File: src/rtl/rfa_pkg.sv
package rfa_pkg;
  localparam int unsigned LINE_W    = 3;
  localparam int unsigned NUM_GATES = 4;
  localparam int unsigned NUM_ANC   = 2;
  localparam int unsigned NUM_GARB  = 3;
  localparam int unsigned SEL_IDX   = 3;
  localparam int unsigned FAULT_W   = NUM_GATES * LINE_W;

  typedef enum logic {GK_FANOUT, GK_SELECT} gate_kind_e;
  typedef logic [LINE_W-1:0] line_t;

  // (x,y,z) -> (x, x^y, x^z); bit0 is x
  function automatic line_t fanout_map(line_t v);
    return {v[0] ^ v[2], v[0] ^ v[1], v[0]};
  endfunction

  // (x,y,z) -> (x^y, x~z ^ ~yz, x~z ^ yz); line 2 selects y when z else x
  function automatic line_t select_map(line_t v);
    logic x, y, z;
    x = v[0];
    y = v[1];
    z = v[2];
    return {(x & ~z) ^ (y & z), (x & ~z) ^ (~y & z), x ^ y};
  endfunction
endpackage

File: src/rtl/gate_par_mon.sv
module gate_par_mon #(
  parameter int unsigned W = rfa_pkg::LINE_W
) (
  input  logic [W-1:0] in_i,
  input  logic [W-1:0] out_i,
  output logic         err_o
);
  assign err_o = (^in_i) ^ (^out_i);
endmodule

File: src/rtl/rev_gate.sv
module rev_gate
  import rfa_pkg::*;
#(
  parameter gate_kind_e KIND = GK_FANOUT
) (
  input  line_t in_i,
  input  line_t flip_i,
  output line_t out_o,
  output logic  err_o
);
  line_t raw;

  generate
    if (KIND == GK_FANOUT) begin : g_fan
      assign raw = fanout_map(in_i);
    end else begin : g_sel
      assign raw = select_map(in_i);
    end
  endgenerate

  assign out_o = raw ^ flip_i;

  gate_par_mon #(.W(LINE_W)) u_mon (
    .in_i  (in_i),
    .out_i (out_o),
    .err_o (err_o)
  );
endmodule

File: src/rtl/rev_full_adder.sv
module rev_full_adder
  import rfa_pkg::*;
(
  input  logic                  a_i,
  input  logic                  b_i,
  input  logic                  cin_i,
  input  logic [NUM_ANC-1:0]    anc_i,
  input  logic [FAULT_W-1:0]    fault_i,
  output logic                  sum_o,
  output logic                  cout_o,
  output logic [NUM_GARB-1:0]   garbage_o,
  output logic [NUM_GATES-1:0]  gate_err_o,
  output logic                  err_o
);
  line_t g_in  [NUM_GATES];
  line_t g_out [NUM_GATES];

  // g0: (a, b, 0)        -> (a, p, a)
  // g1: (p, a, 0)        -> (p, b, p)
  // g2: (cin, p, b)      -> (cin, sum, cin^b)
  // g3: (a, cin, p) sel  -> (a^cin, garb, carry)
  assign g_in[0] = {anc_i[0], b_i, a_i};
  assign g_in[1] = {anc_i[1], g_out[0][2], g_out[0][1]};
  assign g_in[2] = {g_out[1][1], g_out[1][0], cin_i};
  assign g_in[3] = {g_out[1][2], g_out[2][0], g_out[0][0]};

  generate
    for (genvar g = 0; g < NUM_GATES; g++) begin : g_gate
      localparam gate_kind_e KIND = (g == SEL_IDX) ? GK_SELECT : GK_FANOUT;
      rev_gate #(.KIND(KIND)) u_gate (
        .in_i   (g_in[g]),
        .flip_i (fault_i[g*LINE_W +: LINE_W]),
        .out_o  (g_out[g]),
        .err_o  (gate_err_o[g])
      );
    end
  endgenerate

  assign sum_o        = g_out[2][1];
  assign cout_o       = g_out[3][2];
  assign garbage_o[0] = g_out[2][2];
  assign garbage_o[1] = g_out[3][0];
  assign garbage_o[2] = g_out[3][1];
  assign err_o        = |gate_err_o;
endmodule

File: config.mk
export PLATFORM = sky130hd
export DESIGN_NAME = rev_full_adder
export DESIGN_NICKNAME = d
export VERILOG_FILES = /design/src/rtl/rfa_pkg.sv /design/src/rtl/gate_par_mon.sv /design/src/rtl/rev_gate.sv /design/src/rtl/rev_full_adder.sv
export SDC_FILE = /design/constraint.sdc
export NUM_CORES = 1
export LEC_CHECK = 0
export BUFFER_PORTS_ARGS = -buffer_cell sky130_fd_sc_hd__buf_2
export CAP_MARGIN = 0
export CELL_PAD_IN_SITES_DETAIL_PLACEMENT = 1
export CELL_PAD_IN_SITES_GLOBAL_PLACEMENT = 2
export CORE_UTILIZATION = 22
export DETAILED_ROUTE_END_ITERATION = 8
export MAX_ROUTING_LAYER = met4
export PLACE_DENSITY = 0.95
export SLEW_MARGIN = 20
export SYNTH_ARGS = -nofsm -noshare
export SYNTH_HDL_FRONTEND = slang
export SYNTH_SLANG_ARGS = --single-unit
File: constraint.sdc
create_clock -name vclk -period 2.39
set_input_delay 0.3585 -clock vclk [all_inputs]
set_output_delay 0.3585 -clock vclk [all_outputs]
set_load 0.01 [all_outputs]
======== After elaboration in Yosys (flattened, before gate mapping) ========
Index checks and enable logic that the tools add are counted.
word-level totals
  logic and storage cells ................. 31
  input bits .............................. 17
  output and inout bits ................... 10
  register bits after elaboration ......... 0
cells by class
  reductions and logical operators ........ 9
  bitwise gates (word level) .............. 22
operators by type and width
  cell                 number
  3-bit XOR reduction  8
  1-bit XOR            13
  3-bit XOR            4
  4-bit OR reduction   1
  1-bit AND            3
  1-bit inverter       2

======== Longest topological paths before layout ========
Gate-level depths: netlist (run 1).
  word-level depth ........................ 13
  mapped depth ............................ 4

======== Modules after synthesis ========
A second synthesis (run 1) with hierarchy kept.
second synthesis, totals
  cells, all modules ...................... 34
  area total of the unflattened synthesis .. 467.9 µm²
modules (own cells, without submodules)
  module                            times used  sequential area each (µm²)  area each (µm²)  cells each
  gate_par_mon                      4           0.0                         56.3             4
  rev_gate at g_gate[0].u_gate ...  3           0.0                         60.1             3
  rev_gate at g_gate[3].u_gate      1           0.0                         55.1             8
  rev_full_adder                    1           0.0                         7.5              1

======== Worst setup path after synthesis (run 1) ========
OpenSTA, ideal clock, no wires.
  path kind ............................... input-to-output
  start point ............................. input port a_i
  end point ............................... output port cout_o
  arrival time ............................ 1,354 ps
  slack ................................... 677 ps
  stages .................................. 4
  data required time ...................... 2,032 ps
  path buffers ............................ 0
  cells stage by stage .................... xnor3_1 > xnor2_2 > mux2i_1 > xnor2_1
on the way
  longest elaborated chain between the ends .. 8
  elaborated cells between the ends (all ways) .. 9
  those cells by class .................... bitwise (9)
ends and longest elaborated chain
  element          RTL line              RTL
  start, declared  rev_full_adder.sv:4   input logic a_i,
  1-bit XOR        rfa_pkg.sv:14         return {v[0] ^ v[2], v[0] ^ v[1], v[0]};
  3-bit XOR *      rev_gate.sv:21        assign out_o = raw ^ flip_i;
  1-bit XOR        rfa_pkg.sv:14
  3-bit XOR        rev_gate.sv:21
  1-bit inverter   rfa_pkg.sv:23         return {(x & ~z) ^ (y & z), (x & ~z) ^ (~y & z), x ^ y};
  1-bit AND        rfa_pkg.sv:23
  1-bit XOR *      rfa_pkg.sv:23
  3-bit XOR *      rev_gate.sv:21
  end, declared    rev_full_adder.sv:10  output logic cout_o,
Mark *: on every way between the ends. The rest lies on a longest branch, timed or not.

======== Worst setup path after layout (run 1) ========
  start point ............................. input port a_i
  end point ............................... output port garbage_o[2]
on the way
  longest elaborated chain between the ends .. 8
  elaborated cells between the ends (all ways) .. 9
  those cells by class .................... bitwise (9)
ends and longest elaborated chain
  element         RTL line              RTL
  1-bit XOR       rfa_pkg.sv:14
  3-bit XOR *     rev_gate.sv:21
  1-bit XOR       rfa_pkg.sv:14
  3-bit XOR       rev_gate.sv:21
  1-bit inverter  rfa_pkg.sv:23
  1-bit AND       rfa_pkg.sv:23
  1-bit XOR *     rfa_pkg.sv:23
  3-bit XOR *     rev_gate.sv:21
  end, declared   rev_full_adder.sv:11  output logic [NUM_GARB-1:0] garbage_o,
Marks and branches as above.

==> results.yml, run 1 <==
logic_synthesis:
  synthesis.area_um2: 309.0
  synth_top_area_cell: "xnor2_1"
  yosysTopAreaCellShare_pct: 53.85
  yosysWarnings: 0
  netlist-cell-type-count: 9
  yosysMostFrequentCell: "xnor2_1"
  synth-compound-area-share_pct: 0
  netlist_instances: 33
  synth_xor_area_share_pct: 80.16
  synthAdderAreaFrac_pct: 0
  synth.net_count: 50
  synthMuxAreaShare_pct: 6.478
  synth_area_leaders: "xnor2_1 54%, buf_4 9.7%, xor2_1 8.5%"
  synth_area_per_cell_um2: 9.365
  synth_common_cells: "19 x xnor2_1, 4 x buf_4, 3 x xor2_1"
  synth_top_family_by_area: "XOR/XNOR gates"
  synthSimpleGateAreaFrac_pct: 2.429
  synth_seq_area_share_pct: 0
min_path:
  hp-start: "fault_i[11]"
  hold_depth: 3
  hold_end: "cout_o"
  hold_class: "in -> out"
timing:
  fin_crit_ns: 1.992
  min_period_over_period_pct: 83.35
  max_freq_mhz: 502.0
  max-slew-margin-rel_pct: 80.30
  worst_pin_slew_ns: 0.2935
  holdWs_ns: 1.010
  finalMaxSlewViolations: 0
  fin_setup_tns_ns: 0
  setup_viol: 0
  hold_violations: 0
  grt_setup_unrepaired: "no"
  setup_slack_ns: 0.3980
critical_path:
  critPathKind: "in -> out"
  worst-path-max-fanout: 3
  start_kind: "primary input"
  cp.arrival_ns: 1.63
  worstSetupEndpointType: "primary output"
  cp.required_ns: 2.03
global_route:
  grt_max_degree: 4
  grt_pass1_wl_um: 924
  grt_overflow: 0
  grtUsageTotal_pct: 8.413
  antenna_found_initial: 0
  grt_pass1_vias: 244
power_and_ir_drop:
  leakage_uw: 0.0002037
  p_sw_uw: 79.89
  p_per_area_nw_per_um2: 388.6
  p_clk_share_pct: 0
  intPower_uw: 88.36
  peakVddDrop_v: 0.0001030
  pwr-share-comb_pct: 100.0
  switching_share_pct: 47.48
  seqPwrFrac_pct: 0
drt:
  vias: 286
  firstDrtPassIters: 2
  viasPerCell: 4.028
  routed_wl_um: 632
  drtIter0Drc: 3
  avgRoutedWirePerCell_um: 8.901
  postRouteAntennaNets: 0
  drc_errors: 0
cells_and_area:
  design.seq.count: 0
  fill_cells: 166
  nNetsFinal: 75
  drive_gt1_share_pct: 51.79
  area_growth_pct: 40.08
  multi_input_comb_area_um2: 275.3
  final_area_um2: 432.9
  clkbuf_count: 0
  layout.area.seq_um2: 0
  n_antenna_cell: 0
outcome:
  status: "complete, no violations"
placement:
  place_congestion: 0.6312
  port_buffers: 27
  dpl-instance-area_um2: 432.9
  preCtsSetupSlack_ns: 0.3895
floorplan:
  die_x_um: 39.48
  ios: 27
  rows: 13
  core_um2: 1301
  die_h_um: 39.48
  dieArea_um2: 1559
  initial_utilization_pct: 23.75
cts:
  cts_resized: 0
  post-cts-setup-buffers: 0
  hold_buffers: 0
job:
  drv_cap: 0
==> worst max-delay path by stage <==
stage,slack (ns),startpoint,end,cells past startpoint
final,0.40,a_i,garbage_o[2],6
after global routing,0.32,a_i,cout_o,6
after CTS,0.39,a_i,garbage_o[2],6
after detailed placement,0.39,a_i,garbage_o[2],6
after global placement,0.42,a_i,garbage_o[2],6
after floorplan,0.68,a_i,cout_o,4
==> per-stage QoR <==
step / total power [uW] / instances / util [%]
3_5_place_dp: 171.2 / 71 / 33.27
2_1_floorplan: 121.9 / 33 / -
4_1_cts: 171.8 / 71 / 33.27
6_report: 168.3 / 71 / 33.27
3_3_place_gp: 169.2 / 71 / 33.27
5_1_grt: 184.1 / 71 / 33.27
==> cell usage in the layout (no fill, tap or decap) <==
cell,count
xnor2_2,1
xor2_2,1
xnor2_1,19
buf_2,27
mux2i_1,2
inv_1,1
or4_1,1
xor2_1,3
xnor3_1,1
==> final cells by class <==
cell class	count	share of cell area [%]
Inverter	1	0.8671
Multi-Input combinational cell	28	63.58
Timing Repair Buffer	27	31.21
Tap cell	15	4.335
==> power groups by stage <==
stage | Combinational [uW] | Sequential [uW] | Clock (uW)
2_1_floorplan | 122 | 0 | 0
3_3_place_gp | 169 | 0 | 0
3_5_place_dp | 171 | 0 | 0
4_1_cts | 172 | 0 | 0
5_1_grt | 184 | 0 | 0
6_report | 168 | 0 | 0
==> logic make-up after synthesis <==
group / after synthesis
multiplexers: 2
XOR/XNOR: 25
buffers and inverters: 5
AND/OR/NAND/NOR: 1
==> critical path, cell delays in order <==
cell and delay, ns:
buf_2 0.12, xnor3_1 0.43, xnor2_2 0.20, mux2i_1 0.25, xnor2_1 0.13, buf_2 0.15
==> layer usage <==
metal	GRT usage, %	routed length [um]	vias up
li1	-	-	144
met1	10.14	258	130
met2	16.39	327	12
met3	0	47	0
met4	0	0	0
met5	-	0	-
No activity file was read; power rests on OpenSTA's default activity.
==> inputs of run 2 (changes only) <==
--- a/config.mk
+++ b/config.mk
@@ -9,10 +9,10 @@
 export CAP_MARGIN = 0
 export CELL_PAD_IN_SITES_DETAIL_PLACEMENT = 1
 export CELL_PAD_IN_SITES_GLOBAL_PLACEMENT = 2
-export CORE_UTILIZATION = 22
+export CORE_UTILIZATION = 20
 export DETAILED_ROUTE_END_ITERATION = 8
 export MAX_ROUTING_LAYER = met4
-export PLACE_DENSITY = 0.95
+export PLACE_DENSITY = 0.94
 export SLEW_MARGIN = 20
 export SYNTH_ARGS = -nofsm -noshare
 export SYNTH_HDL_FRONTEND = slang
==> constraint.sdc (replaced) <==
create_clock -name vclk -period 1.9
set_input_delay 0.285 -clock vclk [all_inputs]
set_output_delay 0.285 -clock vclk [all_outputs]
set_load 0.01 [all_outputs]
==> results.yml, run 2 (same netlist as run 1, synthesis figures left out) <==
critical_path:
  slowest_delay_ns: 0.41
  crit_path_top_delay_cell: "xnor3_1"
  cp_top_family: "XOR/XNOR gates"
  cp.buffers_inverters: 2
  cp.required_ns: 1.62
  cp.arrival_ns: 1.55
  worst-path-max-fanout: 2
  critPathKind: "in -> out"
  start_kind: "primary input"
  worstSetupEndpointType: "primary output"
  path_cells: "buf_6, xnor3_1, xnor2_2, mux2i_1, xnor2_1, buf_2"
power_and_ir_drop:
  leakage_uw: 0.0002106
  total_power_uw: 216.7
  p_per_area_nw_per_um2: 485.2
  peakVddDrop_v: 0.0001153
job:
  drv_cap: 0
global_route:
  grt_max_degree: 4
  grt_pass1_vias: 264
  grt_pass1_wl_um: 938
  grtUsageTotal_pct: 8.277
  grt_overflow: 0
  antenna_found_initial: 0
cells_and_area:
  area_growth_pct: 44.53
  fill_cells: 191
  design.seq.count: 0
  n_antenna_cell: 0
  nNetsFinal: 76
  drive_gt1_share_pct: 52.63
  layout_commonest_cell: "buf_2"
  final_cell_mix: "26 x buf_2, 19 x xnor2_1, 3 x xor2_1, 2 x mux2i_1"
  layout.area.seq_um2: 0
  clkbuf_count: 0
timing:
  max-slew-margin-rel_pct: 80.15
  worst_pin_slew_ns: 0.2957
  holdWs_ns: 0.8583
  fin_crit_ns: 1.830
  min_period_over_period_pct: 96.32
  max_freq_mhz: 546.4
  setup_viol: 0
  hold_violations: 0
  grt_setup_unrepaired: "yes"
  finalMaxSlewViolations: 0
floorplan:
  dieArea_um2: 1707
  rows: 13
  core_um2: 1366
  die_x_um: 41.31
  ios: 27
  initial_utilization_pct: 22.62
  die_h_um: 41.31
drt:
  postRouteAntennaNets: 0
  drc_errors: 0
  viasPerCell: 4.028
  vias: 290
  avgRoutedWirePerCell_um: 9.958
  drtIter0Drc: 0
  routed_wl_um: 717
  firstDrtPassIters: 1
placement:
  port_buffers: 27
  place_congestion: 0.6432
  dp_hpwl_um: 687.5
min_path:
  hold_depth: 3
  hold_class: "in -> out"
  hp-start: "fault_i[10]"
  hold_end: "garbage_o[2]"
cts:
  hold_buffers: 0
outcome:
  status: "complete, no violations"
run 2: changes by cell type in the layout (fill, tap and decap cells not counted):
cell	previous run	this run
buf_2	27	26
buf_4	0	1
buf_6	0	1
run 2: power by group:
| part | internal [uW] | switching [uW] | total, uW |
|---|---|---|---|
| clock | 0 | 0 | 0 |
| sequential | 0 | 0 | 0 |
| combinational | 114 | 103 | 217 |
run 2: what timing repair did:
item / in CTS / in global routing
gates resized for setup: 0 / 1
setup buffers: 0 / 1
setup endpoints to repair: 0 / 2
run 2: routing by layer:
layer	GRT usage [%]	part of all wire, %
met3	0	9.2
met5	-	0
met2	18.36	54
met4	0	0
met1	8.280	37
run 2: metrics by stage:
| step | cells | setup TNS, ns | util (%) | setup slack, ns | area [um2] |
|---|---|---|---|---|---|
| 3_3_place_gp | 71 | 0 | 31.69 | 0.07159 | 432.9 |
| 3_5_place_dp | 71 | 0 | 31.69 | 0.02548 | 432.9 |
| 6_report | 72 | 0 | 32.69 | 0.06992 | 446.7 |
| 5_1_grt | 72 | -0.02757 | 32.69 | -0.02757 | 446.7 |
| 2_1_floorplan | 33 | 0 | - | 0.3344 | 309.0 |
| 4_1_cts | 71 | 0 | 31.69 | 0.02490 | 432.9 |
run 2: how the worst max path moves through the flow:
stage	startpoint	endpoint	slack (ns)	depth (start not counted)
4_1_cts	a_i	garbage_o[2]	0.02	6
5_1_grt	fault_i[5]	garbage_o[2]	-0.03	6
3_3_place_gp	a_i	garbage_o[2]	0.07	6
2_1_floorplan	a_i	cout_o	0.33	4
3_5_place_dp	a_i	garbage_o[2]	0.03	6
6_report	fault_i[5]	garbage_o[2]	0.07	6
run 2: layout make-up:
| cell class | instances | area (um2) | share of cell area [%] |
|---|---|---|---|
| tap | 15 | 18.77 | 4.202 |
| multi-input combinational | 28 | 275.3 | 61.62 |
| inverter | 1 | 3.754 | 0.8403 |
| timing repair buffer | 28 | 148.9 | 33.33 |
run 2: tightest hold or removal path, stage by stage:
cell     delay [ns]
buf_2          0.10
xnor2_1        0.05
buf_2          0.13
